`config.mk`:
```
export PLATFORM = sky130hd
export DESIGN_NAME = lsu_ea_unit
export DESIGN_NICKNAME = d
export VERILOG_FILES = /design/src/rtl/lsu_ea_pkg.sv /design/src/rtl/lsu_ea_adder.sv /design/src/rtl/lsu_byte_lane.sv /design/src/rtl/lsu_wb_ctrl.sv /design/src/rtl/lsu_ea_unit.sv
export SDC_FILE = /design/constraint.sdc
export NUM_CORES = 1
export LEC_CHECK = 0
export BUFFER_PORTS_ARGS = -buffer_cell sky130_fd_sc_hd__buf_2
export CORE_AREA = 4 4 216 218
export CTS_BUF_LIST = sky130_fd_sc_hd__clkbuf_4
export DETAILED_ROUTE_END_ITERATION = 8
export DIE_AREA = 0 0 220 222
export GPL_ROUTABILITY_DRIVEN = 0
export GPL_TIMING_DRIVEN = 0
export SKIP_LAST_GASP = 1
export SLEW_MARGIN = 20
export SYNTH_ARGS = -nofsm -noshare
export SYNTH_HDL_FRONTEND = slang
export SYNTH_SLANG_ARGS = --single-unit
```
`constraint.sdc`:
```
create_clock -name clk -period 12.1 [get_ports clk]
set_clock_uncertainty 0.05 [all_clocks]
set_input_delay 2.42 -clock clk [delete_from_list [all_inputs] [get_ports clk]]
set_output_delay 2.42 -clock clk [all_outputs]
set_load 0.01 [all_outputs]
```
`src/rtl/lsu_ea_pkg.sv`:
```
package lsu_ea_pkg;
  typedef enum logic [1:0] {
    FORM_INDEX  = 2'd0,
    FORM_DISP   = 2'd1,
    FORM_SCALED = 2'd2,
    FORM_RSVD   = 2'd3
  } ea_form_e;
endpackage

```
`src/rtl/lsu_ea_adder.sv`:
```
module lsu_ea_adder
  import lsu_ea_pkg::*;
#(
  parameter int AW    = 64,
  parameter int IMM_W = 16,
  parameter int RIDX_W = 5
) (
  input  logic [1:0]        form,
  input  logic              upd,
  input  logic              is_load,
  input  logic [RIDX_W-1:0] ra_idx,
  input  logic [RIDX_W-1:0] rt_idx,
  input  logic [AW-1:0]     ra_val,
  input  logic [AW-1:0]     rb_val,
  input  logic [IMM_W-1:0]  imm,
  output logic [AW-1:0]     ea,
  output logic              bad_form
);
  localparam int EXT_W = AW - IMM_W;

  logic [AW-1:0] imm_sx;
  logic [AW-1:0] base_term;
  logic [AW-1:0] off_term;
  logic          ra_is_zero;

  assign imm_sx     = {{EXT_W{imm[IMM_W-1]}}, imm};
  assign ra_is_zero = (ra_idx == '0);
  // Zero substitution only for non-update forms.
  assign base_term  = (ra_is_zero && !upd) ? '0 : ra_val;

  always_comb begin
    case (ea_form_e'(form))
      FORM_INDEX:  off_term = rb_val;
      FORM_DISP:   off_term = imm_sx;
      FORM_SCALED: off_term = imm_sx << 2;
      default:     off_term = '0;
    endcase
  end

  assign ea = base_term + off_term;

  assign bad_form = (ea_form_e'(form) == FORM_RSVD)
                  || (upd && ra_is_zero)
                  || (upd && is_load && (ra_idx == rt_idx));
endmodule

```
`src/rtl/lsu_byte_lane.sv`:
```
module lsu_byte_lane #(
  parameter int DW     = 64,
  parameter int SIZE_W = 2
) (
  input  logic [DW-1:0]     din,
  input  logic [SIZE_W-1:0] size,
  input  logic              le,
  output logic [DW-1:0]     dout
);
  localparam int NB = DW / 8;

  always_comb begin
    int nb;
    int src;
    dout = '0;
    nb   = 1 << size;
    for (int i = 0; i < NB; i++) begin
      src = le ? i : (nb - 1 - i);
      if (i < nb) dout[i*8 +: 8] = din[src*8 +: 8];
    end
  end
endmodule

```
`src/rtl/lsu_wb_ctrl.sv`:
```
module lsu_wb_ctrl #(
  parameter int AW = 64,
  parameter int DW = 64
) (
  input  logic          clk,
  input  logic          rst,
  input  logic          done,
  input  logic          fault,
  input  logic          bad_form,
  input  logic          is_load,
  input  logic          upd,
  input  logic [AW-1:0] ea,
  input  logic [DW-1:0] ld_ordered,
  output logic          ld_we,
  output logic [DW-1:0] ld_wdata,
  output logic          base_we,
  output logic [AW-1:0] base_wdata
);
  logic good;
  assign good = done && !fault && !bad_form;

  always_ff @(posedge clk) begin
    if (rst) begin
      ld_we      <= 1'b0;
      base_we    <= 1'b0;
      ld_wdata   <= '0;
      base_wdata <= '0;
    end else begin
      ld_we   <= good && is_load;
      base_we <= good && upd;
      if (done) begin
        ld_wdata   <= ld_ordered;
        base_wdata <= ea;
      end
    end
  end

  assert_fault_blocks_R7: assert property (@(posedge clk) disable iff (rst)
    $past(fault) |-> (!ld_we && !base_we));
  assert_bad_blocks_R6: assert property (@(posedge clk) disable iff (rst)
    $past(bad_form) |-> (!ld_we && !base_we));
  assert_we_needs_done_R10: assert property (@(posedge clk) disable iff (rst)
    (ld_we || base_we) |-> $past(done));
  assert_base_value_R5: assert property (@(posedge clk) disable iff (rst)
    base_we |-> (base_wdata == $past(ea)));
endmodule

```
`src/rtl/lsu_ea_unit.sv`:
```
module lsu_ea_unit
  import lsu_ea_pkg::*;
#(
  parameter int AW     = 64,
  parameter int DW     = 64,
  parameter int IMM_W  = 16,
  parameter int RIDX_W = 5,
  parameter int SIZE_W = 2
) (
  input  logic              clk,
  input  logic              rst,
  input  logic [1:0]        form,
  input  logic              upd,
  input  logic              is_load,
  input  logic [RIDX_W-1:0] ra_idx,
  input  logic [RIDX_W-1:0] rt_idx,
  input  logic [AW-1:0]     ra_val,
  input  logic [AW-1:0]     rb_val,
  input  logic [IMM_W-1:0]  imm,
  input  logic [SIZE_W-1:0] size,
  input  logic              le_mode,
  input  logic [DW-1:0]     st_data,
  input  logic [DW-1:0]     ld_data,
  input  logic              done,
  input  logic              fault,
  output logic [AW-1:0]     ea,
  output logic [DW-1:0]     st_data_out,
  output logic              bad_form,
  output logic              ld_we,
  output logic [DW-1:0]     ld_wdata,
  output logic              base_we,
  output logic [AW-1:0]     base_wdata
);
  logic [DW-1:0] ld_ordered;

  lsu_ea_adder #(.AW(AW), .IMM_W(IMM_W), .RIDX_W(RIDX_W)) u_adder (
    .form(form), .upd(upd), .is_load(is_load), .ra_idx(ra_idx),
    .rt_idx(rt_idx), .ra_val(ra_val), .rb_val(rb_val), .imm(imm),
    .ea(ea), .bad_form(bad_form)
  );

  lsu_byte_lane #(.DW(DW), .SIZE_W(SIZE_W)) u_st_lane (
    .din(st_data), .size(size), .le(le_mode), .dout(st_data_out)
  );

  lsu_byte_lane #(.DW(DW), .SIZE_W(SIZE_W)) u_ld_lane (
    .din(ld_data), .size(size), .le(le_mode), .dout(ld_ordered)
  );

  lsu_wb_ctrl #(.AW(AW), .DW(DW)) u_wb (
    .clk(clk), .rst(rst), .done(done), .fault(fault), .bad_form(bad_form),
    .is_load(is_load), .upd(upd), .ea(ea), .ld_ordered(ld_ordered),
    .ld_we(ld_we), .ld_wdata(ld_wdata), .base_we(base_we),
    .base_wdata(base_wdata)
  );

  always_comb begin
    if (!rst && !upd && ra_idx == '0 && ea_form_e'(form) == FORM_INDEX)
      assert_ra_zero_index_R2: assert (ea == rb_val);
  end

  assert_reset_quiet_R11: assert property (@(posedge clk)
    $past(rst) |-> (!ld_we && !base_we));
endmodule

```
==> out/qor.csv <==
metric,value,unit
status,completed,
"Req. time, crit path",9.63,ns
pre-CTS setup slack,1.39,ns
Fmax achieved,94.1,MHz
vias per cell,6.09,
Post-CTS Setup Inserts,0,
# resized after CTS,0,
clock sinks,130,
"wirelength, routed",83600,um
CTS tree,done,
Maximum Capacitance Violations,0,
most frequent cells in the layout,"563 x buf_2, 273 x nand2_1, 229 x a21oi_1",
"Seq/Total Area, Yosys",16.6,%
first-pass GRT wire length,121000,um
Synth Flop Type,dfxtp_1,
hold path depth,2,
final worst slack,1.47,ns
hold path startpoint,u_wb.base_wdata[41],
CTS root buf,clkbuf_4,
nets,3010,
# hold bufs at CTS,0,
final instance area,19500,um^2
power per cell area,95.4,nW/um^2
DIE HEIGHT,222,um
CTS H-tree depth,4,
synth unique cells,72,
type of destination of the critical path,primary output,
initial core utilization,34.9,%
Hold WC Path Type,flip-flop to flip-flop,
post-synthesis async set-or-reset flop share,0,%
"leading cell type in the layout, fill and taps excluded",buf_2,
final hold violations,0,
setup violators final,0,
Port Buffers,551,
synthesized netlist cell count,2072,
worst r2r path cells,3,
Placed Cells,3223,
Post-Syn Area,15700,um^2
HPWL after DPL,67400,um
non-filler instance count after layout,3268,
startpoint types,primary input,
grt total ovfl,0,
Initial DRC Count,2340,
Leak,9.27,nW
Placeable Area,44900,um^2
crit path time final,10.63,ns
Worst-Margin Slew,1.25,ns
GRT Overall Usage,32.5,%
largest net degree at the start of global routing,17,
total power,1.86,mW
DR vias,19900,
wire per inst,25.6,um
Post-Synthesis Mean Instance Area,7.56,um^2
layout cell share with drive strength beyond 1,26.4,%
Tcrit/Tclk final,87.9,%
Crit Reg-Reg Endpoint,u_wb.base_wdata[54],
Yosys top cell by area,dfxtp_1,
Rows,78,
Die X,220,um
"EDFF count, synth",0,
crit-path max FO,10,
syn_nets,2440,
reg2reg start,u_wb.base_wdata[54],
synth top area cells,"dfxtp_1 17%, mux2i_1 12%, mux4_2 11%",
initial antenna violation count,23,
final-layout fill cell count,4713,
cts bufs inserted,17,
Finished Core Util,43.4,%
clk buf depth,2,
maximum vdd drop,0.0000755,V
R2R setup slack,11.17,ns
Yosys top cell area share,16.6,%
WP data arrival,8.16,ns
"Clk Latency, worst-skew pair",0.68,ns
setup_tns,0,ns
Area Overhead vs Synth,24.5,%
RSZ-0062 raised after global routing,false,
Synth Warn #,0,
Ports,552,
Slew Limit Headroom,15.8,%
sink of the worst hold path,u_wb.base_wdata[41],
Yosys reg bits,130,
placed cell areas,19200,um^2
vias in the first global route,19200,
clock transition at the registers of the reported paths,0.13,ns
Residual DRC,0,
1st-pass router iterations,7,
Routed Antenna Nets,0,
Hold WS,0.427,ns
critical path type,primary input to primary output,
Final Max Tran Viols,0,
die area,48800,um^2
worst max-delay path: stages:
cell,delay [ns]
buf_2,0.11
or4_1,0.55
nor3_2,0.59
clkbuf_1,0.61
nor2b_1,0.11
ha_1,0.30
clkbuf_1,0.27
nand2_1,0.09
nor4_1,0.39
nand2_1,0.11
nor3_1,0.54
o2111ai_1,0.34
a211o_1,0.45
a2111oi_0,0.49
or2_1,0.21
xor2_1,0.34
buf_2,0.24
how the worst max path moves through the flow:
stage | start | endpoint | slack (ns) | cells after the start
2_1_floorplan | ra_idx[0] | ea[56] | 3.18 | 15
3_3_place_gp | ra_idx[0] | ea[62] | 1.04 | 17
3_5_place_dp | ra_idx[0] | ea[62] | 1.39 | 17
4_1_cts | ra_idx[0] | ea[62] | 1.37 | 17
5_1_grt | ra_idx[0] | ea[61] | 1.00 | 17
6_report | ra_idx[0] | ea[58] | 1.47 | 17
final cells by class:
class                      instances  area [um^2]  share of cell area (%)
buffer                           175          674                    3.46
multi-input combinational       1736        12300                    63.0
sequential                       130         2600                    13.3
inverter                          31          116                   0.597
timing repair buffer             551         2760                    14.1
tap                              600          751                    3.85
antenna                           13         32.5                   0.167
clock inverter                    14          143                   0.732
clock buffer                      18          135                   0.693
per-layer routing:
| metal | vias up | global-route usage, % | share of wire (%) |
|---|---|---|---|
| li1 | 8759 | - | - |
| met1 | 9254 | 36.9 | 34 |
| met2 | 1524 | 54.5 | 47 |
| met3 | 367 | 10.3 | 12 |
| met4 | 14 | 17.2 | 6.1 |
| met5 | - | 0 | 0.096 |
cell usage after synthesis (14+ instances only):
cell type / number
a31oi_1: 15
o22ai_1: 14
inv_1: 30
a22oi_1: 19
o21bai_1: 17
o221ai_1: 16
clkbuf_1: 137
nand4_1: 16
o21ai_0: 105
nor2b_1: 73
mux4_2: 79
mux2i_1: 184
a21o_1: 76
a21oi_1: 229
and3_1: 19
ha_1: 74
nand3_1: 45
dfxtp_1: 130
nor2_1: 189
o211ai_1: 18
buf_1: 26
nand2_1: 273
xnor2_1: 38
nor3_1: 41
xor2_1: 31
power by group:
part           switching [mW]  internal, mW  total [mW]  leakage [nW]
clock                   0.218         0.111       0.329         0.151
combinational           0.652         0.394        1.05          8.06
sequential             0.0207         0.465       0.485          1.06
registers in the layout, indices dropped and copies added, names as in the netlist:
signal	flops
u_wb.base_wdata	64
u_wb.ld_wdata	64
u_wb.ld_we	1
u_wb.base_we	1
logic make-up after synthesis:
kind of cell,after synthesis,share of synthesized area (%)
AND/OR/NAND/NOR,717,20.9
AO/OA/AOI/OAI,607,24.1
multiplexers,268,23.5
buffers and inverters,206,5.03
flip-flops,130,16.6
adder cells (fa/ha/maj),75,6.04
XOR/XNOR,69,3.86
(Power assumes the default switching activity.)
